## src/rtl/wdog_pkg.sv

```systemverilog
`timescale 1ns/1ps
package wdog_pkg;
   typedef enum logic [1:0] {
      RA_CTRL    = 2'd0,
      RA_COUNT   = 2'd1,
      RA_SERVICE = 2'd2,
      RA_STATUS  = 2'd3
   } reg_addr_e;

   // control word bit positions (low end)
   localparam int CB_PRE = 0;
   localparam int CB_SEL = 1;
   localparam int CB_EN  = 2;
   localparam int CB_FRZ = 3;
   localparam int CTRL_LOW_BITS = 4;
endpackage

```

## src/rtl/wdog_prescale.sv

```systemverilog
`timescale 1ns/1ps
module wdog_prescale #(
   parameter int LOG2 = 16
) (
   input  logic clk,
   input  logic rst_n,
   input  logic clear,
   input  logic run,
   output logic tick
);
   generate
      if (LOG2 == 0) begin : g_none
         assign tick = run;
      end else begin : g_div
         logic [LOG2-1:0] pre_q;
         always_ff @(posedge clk or negedge rst_n) begin
            if (!rst_n)      pre_q <= '0;
            else if (clear)  pre_q <= '0;
            else if (run)    pre_q <= pre_q + 1'b1;
         end
         assign tick = run && (&pre_q);
      end
   endgenerate
endmodule

```

## src/rtl/wdog_keyseq.sv

```systemverilog
`timescale 1ns/1ps
module wdog_keyseq #(
   parameter int              KEY_W = 16,
   parameter logic [KEY_W-1:0] KEY_A = 16'h556C,
   parameter logic [KEY_W-1:0] KEY_B = 16'hAA39
) (
   input  logic             clk,
   input  logic             rst_n,
   input  logic             wr,
   input  logic [KEY_W-1:0] word,
   output logic             match
);
   logic armed_q;

   assign match = wr && armed_q && (word == KEY_B);

   always_ff @(posedge clk or negedge rst_n) begin
      if (!rst_n)  armed_q <= 1'b0;
      else if (wr) armed_q <= (word == KEY_A);
   end
endmodule

```

## src/rtl/wdog_counter.sv

```systemverilog
`timescale 1ns/1ps
module wdog_counter #(
   parameter int CNT_W = 16
) (
   input  logic             clk,
   input  logic             rst_n,
   input  logic             load,
   input  logic [CNT_W-1:0] reload_val,
   input  logic             step,
   output logic [CNT_W-1:0] cnt,
   output logic             expire
);
   logic [CNT_W-1:0] cnt_q;

   assign cnt    = cnt_q;
   assign expire = step && !load && (cnt_q == '0);

   always_ff @(posedge clk or negedge rst_n) begin
      if (!rst_n)       cnt_q <= '0;
      else if (load)    cnt_q <= reload_val;
      else if (expire)  cnt_q <= reload_val;
      else if (step)    cnt_q <= cnt_q - 1'b1;
   end
endmodule

```

## src/rtl/wdog_keyed.sv

```systemverilog
`timescale 1ns/1ps
module wdog_keyed
   import wdog_pkg::*;
#(
   parameter int               DATA_W   = 32,
   parameter int               CNT_W    = 16,
   parameter int               PRE_LOG2 = 16,
   parameter int               KEY_W    = 16,
   parameter logic [KEY_W-1:0] KEY_A    = 16'h556C,
   parameter logic [KEY_W-1:0] KEY_B    = 16'hAA39
) (
   input  logic              clk,
   input  logic              rst_n,
   input  logic [1:0]        bus_addr,
   input  logic              bus_we,
   input  logic [DATA_W-1:0] bus_wdata,
   output logic [DATA_W-1:0] bus_rdata,
   input  logic              debug_freeze,
   output logic              rst_req,
   output logic              irq
);
   localparam int FIELD_LO = DATA_W - CNT_W;
   localparam logic [DATA_W-1:0] CTRL_MASK =
      {{CNT_W{1'b1}}, {(DATA_W-CNT_W-CTRL_LOW_BITS){1'b0}}, {CTRL_LOW_BITS{1'b1}}};

   generate
      if (CNT_W < 1 || CNT_W + CTRL_LOW_BITS > DATA_W) begin : g_bad_cnt
         $error("wdog_keyed: CNT_W does not fit the control word");
      end
      if (KEY_W > DATA_W) begin : g_bad_key
         $error("wdog_keyed: KEY_W wider than the data bus");
      end
      if (KEY_A == KEY_B) begin : g_same_key
         $error("wdog_keyed: key words must differ");
      end
      if (PRE_LOG2 < 0 || PRE_LOG2 > 30) begin : g_bad_pre
         $error("wdog_keyed: PRE_LOG2 out of range");
      end
   endgenerate

   logic [DATA_W-1:0] ctrl_q;
   logic              locked_q;
   logic              status_q;
   logic              irq_q;
   logic              rst_req_q;

   reg_addr_e   addr;
   logic        ctrl_wr, enable_set, svc_wr, svc_ok;
   logic        run, pre_tick, step, load, expire;
   logic [CNT_W-1:0] reload_val, cnt_q;

   assign addr       = reg_addr_e'(bus_addr);
   assign ctrl_wr    = bus_we && (addr == RA_CTRL) && !locked_q;
   assign enable_set = ctrl_wr && bus_wdata[CB_EN];
   assign svc_wr     = bus_we && (addr == RA_SERVICE);
   assign run        = ctrl_q[CB_EN] && !(ctrl_q[CB_FRZ] && debug_freeze);
   assign load       = enable_set || svc_ok;
   assign reload_val = enable_set ? bus_wdata[DATA_W-1 -: CNT_W]
                                  : ctrl_q[DATA_W-1 -: CNT_W];
   assign step       = ctrl_q[CB_PRE] ? pre_tick : run;

   wdog_prescale #(.LOG2(PRE_LOG2)) u_pre (
      .clk   (clk),
      .rst_n (rst_n),
      .clear (load),
      .run   (run),
      .tick  (pre_tick)
   );

   wdog_keyseq #(.KEY_W(KEY_W), .KEY_A(KEY_A), .KEY_B(KEY_B)) u_key (
      .clk   (clk),
      .rst_n (rst_n),
      .wr    (svc_wr),
      .word  (bus_wdata[KEY_W-1:0]),
      .match (svc_ok)
   );

   wdog_counter #(.CNT_W(CNT_W)) u_cnt (
      .clk        (clk),
      .rst_n      (rst_n),
      .load       (load),
      .reload_val (reload_val),
      .step       (step),
      .cnt        (cnt_q),
      .expire     (expire)
   );

   always_ff @(posedge clk or negedge rst_n) begin
      if (!rst_n) begin
         ctrl_q   <= '0;
         locked_q <= 1'b0;
      end else if (ctrl_wr) begin
         ctrl_q   <= bus_wdata & CTRL_MASK;
         locked_q <= 1'b1;
      end
   end

   always_ff @(posedge clk or negedge rst_n) begin
      if (!rst_n) begin
         rst_req_q <= 1'b0;
         irq_q     <= 1'b0;
         status_q  <= 1'b0;
      end else begin
         rst_req_q <= expire && ctrl_q[CB_SEL];
         if (svc_ok)                          irq_q <= 1'b0;
         else if (expire && !ctrl_q[CB_SEL])  irq_q <= 1'b1;
         if (expire && ctrl_q[CB_SEL])
            status_q <= 1'b1;
         else if (bus_we && addr == RA_STATUS && bus_wdata[0])
            status_q <= 1'b0;
      end
   end

   always_comb begin
      case (addr)
         RA_CTRL:   bus_rdata = ctrl_q;
         RA_COUNT:  bus_rdata = {{FIELD_LO{1'b0}}, cnt_q};
         RA_STATUS: bus_rdata = {{(DATA_W-1){1'b0}}, status_q};
         default:   bus_rdata = '0;
      endcase
   end

   assign rst_req = rst_req_q;
   assign irq     = irq_q;
endmodule

```

## config.mk

```make
export PLATFORM = sky130hd
export DESIGN_NAME = wdog_keyed
export DESIGN_NICKNAME = d
export VERILOG_FILES = /design/src/rtl/wdog_pkg.sv /design/src/rtl/wdog_prescale.sv /design/src/rtl/wdog_keyseq.sv /design/src/rtl/wdog_counter.sv /design/src/rtl/wdog_keyed.sv
export SDC_FILE = /design/constraint.sdc
export NUM_CORES = 1
export LEC_CHECK = 0
export ABC_AREA = 1
export BUFFER_PORTS_ARGS = -buffer_cell sky130_fd_sc_hd__buf_2
export CAP_MARGIN = 20
export CORE_MARGIN = 3
export CORE_UTILIZATION = 50
export DETAILED_ROUTE_END_ITERATION = 6
export PLACE_DENSITY = 0.79
export SYNTH_ARGS = -nofsm -noshare
export SYNTH_HDL_FRONTEND = slang
export SYNTH_HIERARCHICAL = 1
export SYNTH_SLANG_ARGS = --single-unit
```

## constraint.sdc

```tcl
create_clock -name clk -period 5.6 [get_ports clk]
set_input_delay 1.12 -clock clk [delete_from_list [all_inputs] [get_ports clk]]
set_output_delay 1.12 -clock clk [all_outputs]
set_load 0.005 [all_outputs]
```

==> summary.txt <==
Run status
  • Status: finished, final reports clean

STA
  • Clk_skew: 0.00990 ns
  • Final Worst Setup Slack: 1.80 ns
  • Setup Total Neg Slack: 0 ns
  • Period utilization: 0.678
  • Slew headroom: 0.381
  • Setup violators final: 0
  • Final Critical Period: 3.80 ns
  • Slew @ Worst Pin: 0.926 ns
  • Slew Viols, Final: 0
  • Highest clock rate: 263 MHz
  • Final Hold Fails: 0
  • Unrepaired setup endpoints after global routing: no

Global route
  • Met1 Use GR: 0.329
  • M3 GR Usage: 0.0379
  • Largest net degree at the start of global routing: 58
  • Vias in the first global route: 3,651
  • Remaining Overflow, GRT: 0
  • Routing usage on met2: 0.356
  • First-pass GRT wire length: 16,600 um
  • Initial antenna violation count: 0
  • Global-route usage over all layers: 0.229
  • Gr busiest metal: met2

Worst setup path
  • FF-to-FF End: u_cnt/cnt[1]
  • CP dominant cell by count: buf_2
  • Req. time, crit path: 4.48 ns
  • Crit Path Category: in2out
  • Slowest stage delay, CP: 0.65 ns
  • Worst path slowest cell: nor2_4
  • Worst setup SP type: input port
  • Crit path cell chain: buf_2, nor2_4, inv_2, o21ai_0, buf_2
  • CP arrival: 2.68 ns
  • Reg-to-Reg Start: u_pre/g_div.pre_q[0]
  • Reg2Reg Setup Slack: 2.52 ns
  • Crit. End Element: output pin
  • Reg2reg path depth: 11
  • Worst-path maximum fanout: 39

Synth
  • Largest area contributor in the netlist: dfrtp_1
  • Post-synthesis sequential area ratio: 0.360
  • Synth top area cells: dfrtp_1, nand2_1, inv_1
  • Avg Inst Size Synth: 6.50 um2
  • Synth Register Bits: 57
  • Post-synth top area share: 0.360
  • Syn Std Cell Area: 3960 um2
  • Yosys warning count: 6
  • Post-Syn Instances: 610
  • Ys flop type: dfrtp_1
  • Yosys cell types: 35
  • Async SR Flop Fraction: 1.00
  • EDFF count, synth: 0
  • Net Count, Synth: 651

Placed design
  • Placed Instance Area: 4310 um2
  • DP Wirelength: 6840 um
  • Inst Count DP: 762
  • Buffers on Ports: 71
  • Placement Setup Slack: 1.64 ns
  • GP Congestion: 0.883

Flow run
  • Max Cap Viol: 0

Clocking
  • Cts repair resizes: 0
  • Clock root buffer master: clkbuf_8
  • Setup Fix Bufs, Post-CTS: 0
  • Cts bufs inserted: 9
  • Clock Latency Late Sink: 0.34 ns
  • TritonCTS clock tree: yes
  • H-Tree Depth: 3
  • Clk buf depth: 2
  • Clock slew at reported path FFs: 0.06 ns
  • Num Clock Sinks: 57
  • CTS Hold Bufs: 0

Drt
  • Via count: 3,891
  • DRC viols: 0
  • Pre-antenna DRT Iters: 6
  • Post-DR wirelength/cell: 12.3 um
  • Post-route ant nets: 0
  • Initial DRC Count: 258
  • Final wirelength: 9530 um
  • Via density: 5.01

Finish
  • Commonest non-fill, non-tap cell in the layout: nand2_1
  • Multi-input logic area: 2030 um2
  • Sequential cell area: 1430 um2
  • Ant diodes: 0
  • Final Net Count: 715
  • Final non-filler cell total: 777
  • Most frequent cells in the layout: nand2_1, inv_1, nor2_1
  • # fillers: 725
  • Final instance area: 4470 um2
  • Area grow syn2layout: 12.9%
  • Layout cell share with drive strength beyond 1: 0.168

Die
  • Core area: 7490 um2
  • Ports: 72
  • Number of cell rows: 31
  • Die W: 95.0 um
  • Initial core utilization: 0.529
  • Die span in y: 95.0 um
  • Die area: 9030 um2

Min path
  • Hold crit path type: reg2reg
  • Hold path cells: 2
  • Worst Hold End: ctrl_q[2]
  • Source of the worst hold timing path: ctrl_q[2]

Power
  • Pleak: 0.00249 uW
  • PD cells: 320 nW/um2
  • Peak supply drop: 155 uV
## cells in the mapped netlist (2+ instances only)
master    count
o21bai_1      3
o21ai_1       2
o21ai_0      10
nand2_1     213
nand3_4       2
nor3_1        3
nand4_1      21
clkbuf_1      2
buf_6         5
dfrtp_1      57
a21oi_1      10
nor2_1       77
nor3b_1       2
xor2_1        2
nand2_4       2
o21bai_2      2
nor2_2       10
buf_4         2
ha_1          3
buf_2         9
nor2_4        7
nand3_1      62
inv_1        90
xnor2_1       3
## layout make-up
class,instances,area share
well taps,99,0.0277
clock inverters,3,0.00392
repair buffers,72,0.0811
multi-input cells,439,0.454
flip-flops and latches,57,0.319
inverters,95,0.0817
clock buffers,12,0.0324
## cells by family (layout without fill, tap and decap cells)
family / after synthesis / count (layout) / share of synthesized area
compound gates: 27 / 27 / 0.0392
xor+xnor: 5 / 5 / 0.0111
fa+ha+maj: 3 / 3 / 0.00947
buf+inv: 114 / 182 / 0.127
flops: 57 / 57 / 0.360
simple gates: 404 / 404 / 0.453
## worst max-delay path by stage
stage | startpoint | end | slack (ns) | cells past startpoint
2_1_floorplan | debug_freeze | u_cnt/cnt[14] | 2.61 | 13
3_3_place_gp | bus_wdata[2] | u_cnt/cnt[0] | 1.75 | 12
3_5_place_dp | bus_wdata[2] | u_cnt/cnt[1] | 1.64 | 12
4_1_cts | bus_addr[0] | bus_rdata[2] | 1.80 | 5
5_1_grt | bus_wdata[2] | u_cnt/cnt[1] | 1.59 | 12
6_report | bus_addr[0] | bus_rdata[2] | 1.80 | 5
## layer usage
metal | vias up | routed length, um
met5 | - | 0
met3 | 9 | 557
met2 | 109 | 4280
met1 | 1764 | 4590
met4 | 0 | 99
li1 | 2009 | -
## stage by stage
stage / util / power [uW] / hold slack, ns
floorplan: - / 960 / 0.442
global placement: 0.576 / 1080 / 0.458
detailed placement: 0.576 / 1100 / 0.463
CTS: 0.598 / 1430 / 0.479
global route: 0.598 / 1560 / 0.512
finish: 0.598 / 1430 / 0.477
## where the power goes
part | total, uW | internal, uW | leakage (uW) | switching, uW
combinational | 504 | 191 | 0.00167 | 313
sequential | 592 | 487 | 0.000741 | 105
clock | 335 | 169 | 0.0000822 | 166
total | 1430 | 847 | 0.00249 | 584
## sequential cells by signal, indices dropped and copies added (netlist names)
name,flops
ctrl_q,20
irq,1
locked_q,1
rst_req,1
status_q,1
u_cnt/cnt,16
u_key/armed_q,1
u_pre/g_div.pre_q,16
## worst max-delay path: cells and delay by family
family / cells / cell delay [ns]
buffers and inverters: 3 / 0.62
AO/OA/AOI/OAI: 1 / 0.29
AND/OR/NAND/NOR: 1 / 0.65
Note: power is estimated with default switching activity, not from simulation.
